**src/rtl/t16_pkg.sv**
```systemverilog
package t16_pkg;
    // control register bit positions
    localparam int CB_OVF = 7;
    localparam int CB_EXT = 6;
    localparam int CB_RXC = 5;
    localparam int CB_TXC = 4;
    localparam int CB_XEN = 3;
    localparam int CB_RUN = 2;
    localparam int CB_SEL = 1;
    localparam int CB_CAP = 0;
    // mode register bit positions
    localparam int MB_OE   = 1;
    localparam int MB_DCEN = 0;
    // external pin indices
    localparam int PIN_CNT  = 0;
    localparam int PIN_TRIG = 1;
    localparam int NPIN     = 2;
endpackage

```
**src/rtl/t16_pin_sync.sv**
```systemverilog
module t16_pin_sync #(
    parameter int N      = 2,
    parameter int STAGES = 2
) (
    input  logic         clk,
    input  logic         rst_n,
    input  logic [N-1:0] pin,
    output logic [N-1:0] level
);
    logic [N-1:0] chain_q [STAGES];
    logic [N-1:0] chain_d [STAGES];

    always_comb begin
        chain_d[0] = pin;
        for (int s = 1; s < STAGES; s++) chain_d[s] = chain_q[s-1];
    end

    always_ff @(posedge clk or negedge rst_n) begin
        if (!rst_n) begin
            for (int s = 0; s < STAGES; s++) chain_q[s] <= '0;
        end else begin
            for (int s = 0; s < STAGES; s++) chain_q[s] <= chain_d[s];
        end
    end

    assign level = chain_q[STAGES-1];
endmodule

```
**src/rtl/t16_prescale.sv**
```systemverilog
module t16_prescale #(
    parameter int DIV_SLOW = 12,
    parameter int DIV_FAST = 2
) (
    input  logic clk,
    input  logic rst_n,
    input  logic en,
    input  logic fast,
    output logic tick
);
    localparam int PW = $clog2(DIV_SLOW + 1);
    localparam logic [PW-1:0] LIM_SLOW = PW'(DIV_SLOW - 1);
    localparam logic [PW-1:0] LIM_FAST = PW'(DIV_FAST - 1);

    logic [PW-1:0] pre_q, pre_d;
    logic [PW-1:0] lim;

    always_comb begin
        lim  = fast ? LIM_FAST : LIM_SLOW;
        tick = en && (pre_q >= lim);
        if (!en)       pre_d = '0;
        else if (tick) pre_d = '0;
        else           pre_d = pre_q + 1'b1;
    end

    always_ff @(posedge clk or negedge rst_n) begin
        if (!rst_n) pre_q <= '0;
        else        pre_q <= pre_d;
    end

    // ticks are at least two cycles apart
    a_r1_tick_spacing: assert property (@(posedge clk) disable iff (!rst_n)
        tick |=> !tick);
endmodule

```
**src/rtl/t16_count_core.sv**
```systemverilog
module t16_count_core
    import t16_pkg::*;
#(
    parameter int W = 16
) (
    input  logic            clk,
    input  logic            rst_n,
    input  logic [NPIN-1:0] pin_lvl,
    input  logic            pre_tick,
    input  logic            ctrl_we,
    input  logic [7:0]      ctrl_wdata,
    input  logic            mode_we,
    input  logic [1:0]      mode_wdata,
    input  logic            rld_we,
    input  logic [W-1:0]    rld_wdata,
    input  logic            cnt_we,
    input  logic [W-1:0]    cnt_wdata,
    output logic            pre_en,
    output logic            pre_fast,
    output logic [W-1:0]    count,
    output logic [W-1:0]    reload,
    output logic [7:0]      ctrl,
    output logic            clk_out,
    output logic            irq
);
    localparam logic [W-1:0] ALL1 = '1;

    typedef struct packed {
        logic [W-1:0]    cnt;
        logic [W-1:0]    rld;
        logic [7:0]      ctl;
        logic [1:0]      mode;
        logic            tgl;
        logic [NPIN-1:0] prev;
    } state_t;

    state_t s_q, s_d;

    logic [NPIN-1:0] fall;
    logic run, csel, cap, xen, oe, dcen;
    logic clkout_mode, updown, go_up, tick, trig_evt, at_top, at_floor;

    always_comb begin
        fall        = s_q.prev & ~pin_lvl;
        run         = s_q.ctl[CB_RUN];
        csel        = s_q.ctl[CB_SEL];
        cap         = s_q.ctl[CB_CAP];
        xen         = s_q.ctl[CB_XEN];
        oe          = s_q.mode[MB_OE];
        dcen        = s_q.mode[MB_DCEN];
        clkout_mode = oe & ~csel & ~cap;
        updown      = dcen & ~cap & ~clkout_mode;
        go_up       = ~updown | pin_lvl[PIN_TRIG];
        pre_en      = run & ~csel;
        pre_fast    = clkout_mode;
        tick        = run & (csel ? fall[PIN_CNT] : pre_tick);
        trig_evt    = fall[PIN_TRIG] & xen & ~updown;
        at_top      = (s_q.cnt == ALL1);
        at_floor    = (s_q.cnt == s_q.rld);

        s_d      = s_q;
        s_d.prev = pin_lvl;
        if (ctrl_we) s_d.ctl  = ctrl_wdata;
        if (mode_we) s_d.mode = mode_wdata;
        if (rld_we)  s_d.rld  = rld_wdata;
        if (cnt_we)  s_d.cnt  = cnt_wdata;

        if (tick && !cnt_we) begin
            if (cap) begin
                s_d.cnt = s_q.cnt + 1'b1;
                if (at_top) s_d.ctl[CB_OVF] = 1'b1;
            end else if (go_up) begin
                if (at_top) begin
                    s_d.cnt = s_q.rld;
                    s_d.ctl[CB_OVF] = 1'b1;
                    if (updown)      s_d.ctl[CB_EXT] = ~s_d.ctl[CB_EXT];
                    if (clkout_mode) s_d.tgl = ~s_q.tgl;
                end else begin
                    s_d.cnt = s_q.cnt + 1'b1;
                end
            end else begin
                if (at_floor) begin
                    s_d.cnt = ALL1;
                    s_d.ctl[CB_OVF] = 1'b1;
                    s_d.ctl[CB_EXT] = ~s_d.ctl[CB_EXT];
                end else begin
                    s_d.cnt = s_q.cnt - 1'b1;
                end
            end
        end

        if (trig_evt) begin
            s_d.ctl[CB_EXT] = 1'b1;
            if (cap) begin
                if (!rld_we) s_d.rld = s_q.cnt;
            end else begin
                if (!cnt_we) s_d.cnt = s_q.rld;
            end
        end
    end

    always_ff @(posedge clk or negedge rst_n) begin
        if (!rst_n) s_q <= '0;
        else        s_q <= s_d;
    end

    assign count   = s_q.cnt;
    assign reload  = s_q.rld;
    assign ctrl    = s_q.ctl;
    assign clk_out = oe & s_q.tgl;
    assign irq     = s_q.ctl[CB_OVF] | s_q.ctl[CB_EXT];

    // with run clear and no writes or trigger reload, the count holds
    a_r1_idle_hold: assert property (@(posedge clk) disable iff (!rst_n)
        (!run && !cnt_we && !trig_evt) |=> (count == $past(count)));

    // a synchronised falling edge lasts a single cycle
    a_r2_fall_single: assert property (@(posedge clk) disable iff (!rst_n)
        fall[PIN_CNT] |=> !fall[PIN_CNT]);

    // an upward wrap in reload mode lands on the reload value
    a_r3_wrap_reload: assert property (@(posedge clk) disable iff (!rst_n)
        (tick && !cnt_we && !trig_evt && !cap && go_up && at_top)
            |=> (count == $past(reload)));

    // capture mode leaves the capture register alone without a trigger
    a_r6_capture_hold: assert property (@(posedge clk) disable iff (!rst_n)
        (cap && !rld_we && !trig_evt) |=> (reload == $past(reload)));

    // every up/down wrap inverts the external flag
    a_r7_ext_flips: assert property (@(posedge clk) disable iff (!rst_n)
        (updown && tick && !cnt_we && !ctrl_we &&
         ((go_up && at_top) || (!go_up && at_floor)))
            |=> (ctrl[CB_EXT] != $past(ctrl[CB_EXT])));

    // the clock-out toggle moves only after a clock-out wrap
    a_r9_tgl_on_wrap: assert property (@(posedge clk) disable iff (!rst_n)
        !$stable(s_q.tgl) |-> $past(tick && clkout_mode && at_top && !cnt_we));
endmodule

```
**src/rtl/t16_reload_capture_timer.sv**
```systemverilog
module t16_reload_capture_timer
    import t16_pkg::*;
#(
    parameter int W           = 16,
    parameter int DIV_SLOW    = 12,
    parameter int DIV_FAST    = 2,
    parameter int SYNC_STAGES = 2
) (
    input  logic         clk,
    input  logic         rst_n,
    input  logic         cnt_pin,
    input  logic         trig_pin,
    input  logic         ctrl_we,
    input  logic [7:0]   ctrl_wdata,
    input  logic         mode_we,
    input  logic [1:0]   mode_wdata,
    input  logic         rld_we,
    input  logic [W-1:0] rld_wdata,
    input  logic         cnt_we,
    input  logic [W-1:0] cnt_wdata,
    output logic [W-1:0] count,
    output logic [W-1:0] reload,
    output logic [7:0]   ctrl,
    output logic         ovf_flag,
    output logic         ext_flag,
    output logic         clk_out,
    output logic         irq
);
    logic [NPIN-1:0] pins_raw, pins_lvl;
    logic pre_en, pre_fast, pre_tick;

    assign pins_raw[PIN_CNT]  = cnt_pin;
    assign pins_raw[PIN_TRIG] = trig_pin;

    t16_pin_sync #(.N(NPIN), .STAGES(SYNC_STAGES)) u_sync (
        .clk   (clk),
        .rst_n (rst_n),
        .pin   (pins_raw),
        .level (pins_lvl)
    );

    t16_prescale #(.DIV_SLOW(DIV_SLOW), .DIV_FAST(DIV_FAST)) u_pre (
        .clk   (clk),
        .rst_n (rst_n),
        .en    (pre_en),
        .fast  (pre_fast),
        .tick  (pre_tick)
    );

    t16_count_core #(.W(W)) u_core (
        .clk        (clk),
        .rst_n      (rst_n),
        .pin_lvl    (pins_lvl),
        .pre_tick   (pre_tick),
        .ctrl_we    (ctrl_we),
        .ctrl_wdata (ctrl_wdata),
        .mode_we    (mode_we),
        .mode_wdata (mode_wdata),
        .rld_we     (rld_we),
        .rld_wdata  (rld_wdata),
        .cnt_we     (cnt_we),
        .cnt_wdata  (cnt_wdata),
        .pre_en     (pre_en),
        .pre_fast   (pre_fast),
        .count      (count),
        .reload     (reload),
        .ctrl       (ctrl),
        .clk_out    (clk_out),
        .irq        (irq)
    );

    assign ovf_flag = ctrl[CB_OVF];
    assign ext_flag = ctrl[CB_EXT];
endmodule

```
**config.mk**
```make
export PLATFORM = sky130hd
export DESIGN_NAME = t16_reload_capture_timer
export DESIGN_NICKNAME = d
export VERILOG_FILES = /design/src/rtl/t16_pkg.sv /design/src/rtl/t16_pin_sync.sv /design/src/rtl/t16_prescale.sv /design/src/rtl/t16_count_core.sv /design/src/rtl/t16_reload_capture_timer.sv
export SDC_FILE = /design/constraint.sdc
export NUM_CORES = 1
export LEC_CHECK = 0
export ABC_AREA = 0
export ABC_CLOCK_PERIOD_IN_PS = 4300
export BUFFER_PORTS_ARGS = -buffer_cell sky130_fd_sc_hd__clkbuf_2
export CORE_ASPECT_RATIO = 0.6
export CORE_MARGIN = 4
export CORE_UTILIZATION = 57
export CTS_CLUSTER_DIAMETER = 40
export DETAILED_ROUTE_END_ITERATION = 8
export PLACE_DENSITY = 0.84
export RECOVER_POWER = 50
export SYNTH_ARGS = -nofsm -noshare
export SYNTH_HDL_FRONTEND = slang
export SYNTH_SLANG_ARGS = --single-unit
```
**constraint.sdc**
```tcl
create_clock -name clk -period 4.3 [get_ports clk]
set_input_delay 0 -clock clk [delete_from_list [all_inputs] [get_ports clk]]
set_output_delay 0 -clock clk [all_outputs]
set_load 0.02 [all_outputs]
```
==> impl_metrics.py <==
metrics = {
    "status": {
        "outcome": "complete, but fails checks",
        "violations": "capacitance limit, slew limit",
    },
    "route": {
        "drc_errors": 0,
        "via_per_inst": 6.12,
        "num_vias": 3635,
        "wire_per_inst_um": 19.2,
        "drt-total-wl_um": 11400,
        "ant_nets": 0,
        "drt_first_pass_iters": 5,
        "drt-initial-drc-count": 306,
    },
    "yosys": {
        "syn_area_mm2": 0.00387,
        "syn_nets": 499,
        "async_reset_ff_share_pct": 100,
        "synth_cell_types": 53,
        "synth_most_common_cell": "dfrtp_1",
        "synth_flop_cell": "dfrtp_1",
        "synth_seq_cells": 53,
        "synthCells": 445,
        "synth_enable_flop_cells": 0,
        "synthTopCellsByCount": "dfrtp_1 (53), buf_4 (42), nand2_1 (36), nor2_1 (30), o21ai_0 (30)",
        "yosysTopAreaCell": "dfrtp_1",
        "ys.warnings.count": 0,
        "ys_top_cells_by_area": "dfrtp_1 (34%), buf_4 (8.1%), xor2_1 (5.9%)",
        "synth.avg_cell_area_um2": 8.70,
        "synth_seq_area_share_pct": 34.3,
        "synth_top_area_share_pct": 34.3,
    },
    "critical_path": {
        "startpoint_type": "flop",
        "r2r_start": "u_core.ctrl[0]",
        "timing.rr.end": "u_core.count[5]",
        "endpoint": "u_core.count[5]",
        "rr_worst_depth": 8,
        "cp.required_ns": 4.48,
        "cp.arrival_ns": 3.27,
        "crit_start": "u_core.ctrl[0]",
        "worstPathMaxFanout": 15,
        "cp-end-kind": "flop",
        "reg2reg_slack_ns": 1.21,
        "critical_path_class": "reg -> reg",
    },
    "layout": {
        "num-nets-final": 563,
        "fill_cells": 517,
        "layout-drive-gt1-share_pct": 20.4,
        "area_growth_pct": 15.4,
        "num_antenna_cells": 0,
        "seqCellArea_mm2": 0.00133,
        "multi_input_area_mm2": 0.00208,
    },
    "sta": {
        "fin_crit_ns": 3.09,
        "max-slew-margin-rel_pct": -89.0,
        "worstMarginPinSlew_ns": 2.83,
        "fmax_mhz": 324,
        "slew_violations": 54,
        "post-route-period-util_pct": 71.8,
        "setup_violations": 0,
        "skew_ns": 0.00525,
        "finalHoldViolCount": 0,
        "tns_ns": 0,
        "rsz0062_at_grt": "no",
    },
    "power_and_ir_drop": {
        "switching_share_pct": 35.8,
        "power_density_mw_per_mm2": 325,
        "switchingPower_mw": 0.520,
        "total_power_mw": 1.45,
        "comb_power_share_pct": 27.4,
        "p_seq_share_pct": 45.4,
        "clkPwrFrac_pct": 27.2,
        "power.internal_mw": 0.931,
        "power_leakage_nw": 2.03,
        "max-vdd-ir-drop_uv": 192,
    },
    "global_routing": {
        "antenna_found_initial": 0,
        "grt_max_degree": 54,
        "grt_pass1_vias": 3444,
        "grt_pass1_wl_um": 18300,
        "grt_usage_pct": 28.3,
        "overflow": 0,
    },
    "placement": {
        "hpwl_um": 7950,
        "place.gp.congestion": 0.933,
        "portBuffers": 93,
    },
    "die": {
        "die_w_um": 114,
        "num_rows": 22,
        "core-area_mm2": 0.00633,
        "initial_utilization_pct": 61.1,
        "io_pins": 94,
        "dieArea_mm2": 0.00821,
        "die_y_um": 71.8,
    },
    "clock_network": {
        "clock_latency_ns": 0.30,
        "cts_tree": "built",
        "root_buffer": "clkbuf_16",
        "htreeDepth": 2,
        "cts_sinks": 53,
        "numCtsBuffers": 5,
        "ctsResizeCount": 0,
        "clockBufferDepth": 2,
        "path_clk_slew_ns": 0.07,
    },
    "worst_hold_path": {
        "hp-start": "cnt_wdata[12]",
        "hold_path.class": "in -> reg",
    },
    "job": {
        "max-cap-violations": 1,
    },
}
-- final cells by class --
type / count / share of cell area, %
multi-input cells: 311 / 46.5
clock buffers: 7 / 2.97
repair buffers: 128 / 17.5
flip-flops and latches: 53 / 29.7
inverters: 10 / 0.841
clock inverters: 1 / 0.168
well taps: 84 / 2.35
-- worst min-delay path by stage --
| stage | cells past startpoint | end | slack [ns] |
|---|---|---|---|
| 2_1_floorplan | 0 | u_core.count[0] | -0.30 |
| 3_3_place_gp | 1 | u_sync.chain_d[0] | 0.11 |
| 3_5_place_dp | 1 | u_sync.chain_d[0] | 0.11 |
| 4_1_cts | 3 | u_core.count[12] | 0.02 |
| 5_1_grt | 3 | u_core.count[1] | 0.06 |
| 6_report | 3 | u_core.count[12] | 0.02 |
-- metrics by stage --
step                      cells  area, um^2  utilization (%)  worst slack (ns)  hold slack [ns]
after floorplan             445        3870                -              1.92           -0.296
after global placement      556        4050             64.0              1.59            0.109
after detailed placement    556        4050             64.0              1.35            0.110
after CTS                   594        4490             70.9              1.33           0.0176
after global routing        594        4470             70.5             0.722           0.0568
final                       594        4470             70.5              1.21           0.0237
-- power by group through the flow --
stage	logic (mW)	registers, mW	clock network (mW)
6_report	0.398	0.659	0.395
5_1_grt	0.432	0.669	0.424
4_1_cts	0.397	0.655	0.400
3_5_place_dp	0.371	0.664	0
3_3_place_gp	0.366	0.659	0
2_1_floorplan	0.355	0.600	0
-- placed cells by master (no fill, tap or decap), types with 4 or more instances in the layout --
master          n
mux2i_1        19
dlygate4sd3_1  30
buf_4           4
o21ai_0        30
o22ai_1         5
nor4_1         10
mux2_2          8
dfrtp_1        53
nand2_1        36
a221oi_1        9
clkbuf_2       77
inv_1          10
nor3_1         13
clkbuf_16       5
ha_1            4
a21oi_1        19
a31oi_1         5
nand3_1        16
xor2_1         26
clkbuf_1       19
xnor2_1        17
nor2_1         30
nand4_1        10
o221ai_1        8
a22o_1          5
-- critical path, cell delays in order (launching register included) --
cell and delay [ns]:
dfrtp_1 0.57, nor3b_2 0.36, ha_1 0.30, o31a_1 0.12
o22ai_1 0.29, o311a_1 0.65, nor2_1 0.11, o211a_1 0.25
nor4_1 0.32
-- repair_timing --
item | 4_1_cts | 5_1_grt
setup buffers | 0 | 0
endpoints found under the hold margin | 80 | 0
hold buffers | 30 | 0
-- registers in the layout, summed over array words and instances (netlist names), 2 cells and up --
register	count
u_core.s_q	3
u_core.count	16
u_pre.pre_q	4
u_core.ctrl	8
u_sync.level	2
u_core.reload	16
u_sync.chain_d	2
-- cells by family after synthesis --
kind of cell               Yosys count  share of synthesized area (%)
and+or+nand+nor                    137                           18.1
muxes                               27                           7.24
xor gates and xnor gates            43                           9.73
adders and majority gates            4                           1.29
buffers and inverters               81                           12.2
DFF                                 53                           34.3
AOI/OAI and AO/OA                  100                           17.2
-- layer usage --
layer	track usage, %	share of wire, %	vias up
met4	5.27	0.85	0
met5	0	0	-
li1	-	-	1695
met3	7.59	11	19
met1	42.1	46	1719
met2	41.7	42	202
No activity file was read; power rests on OpenSTA's default activity.
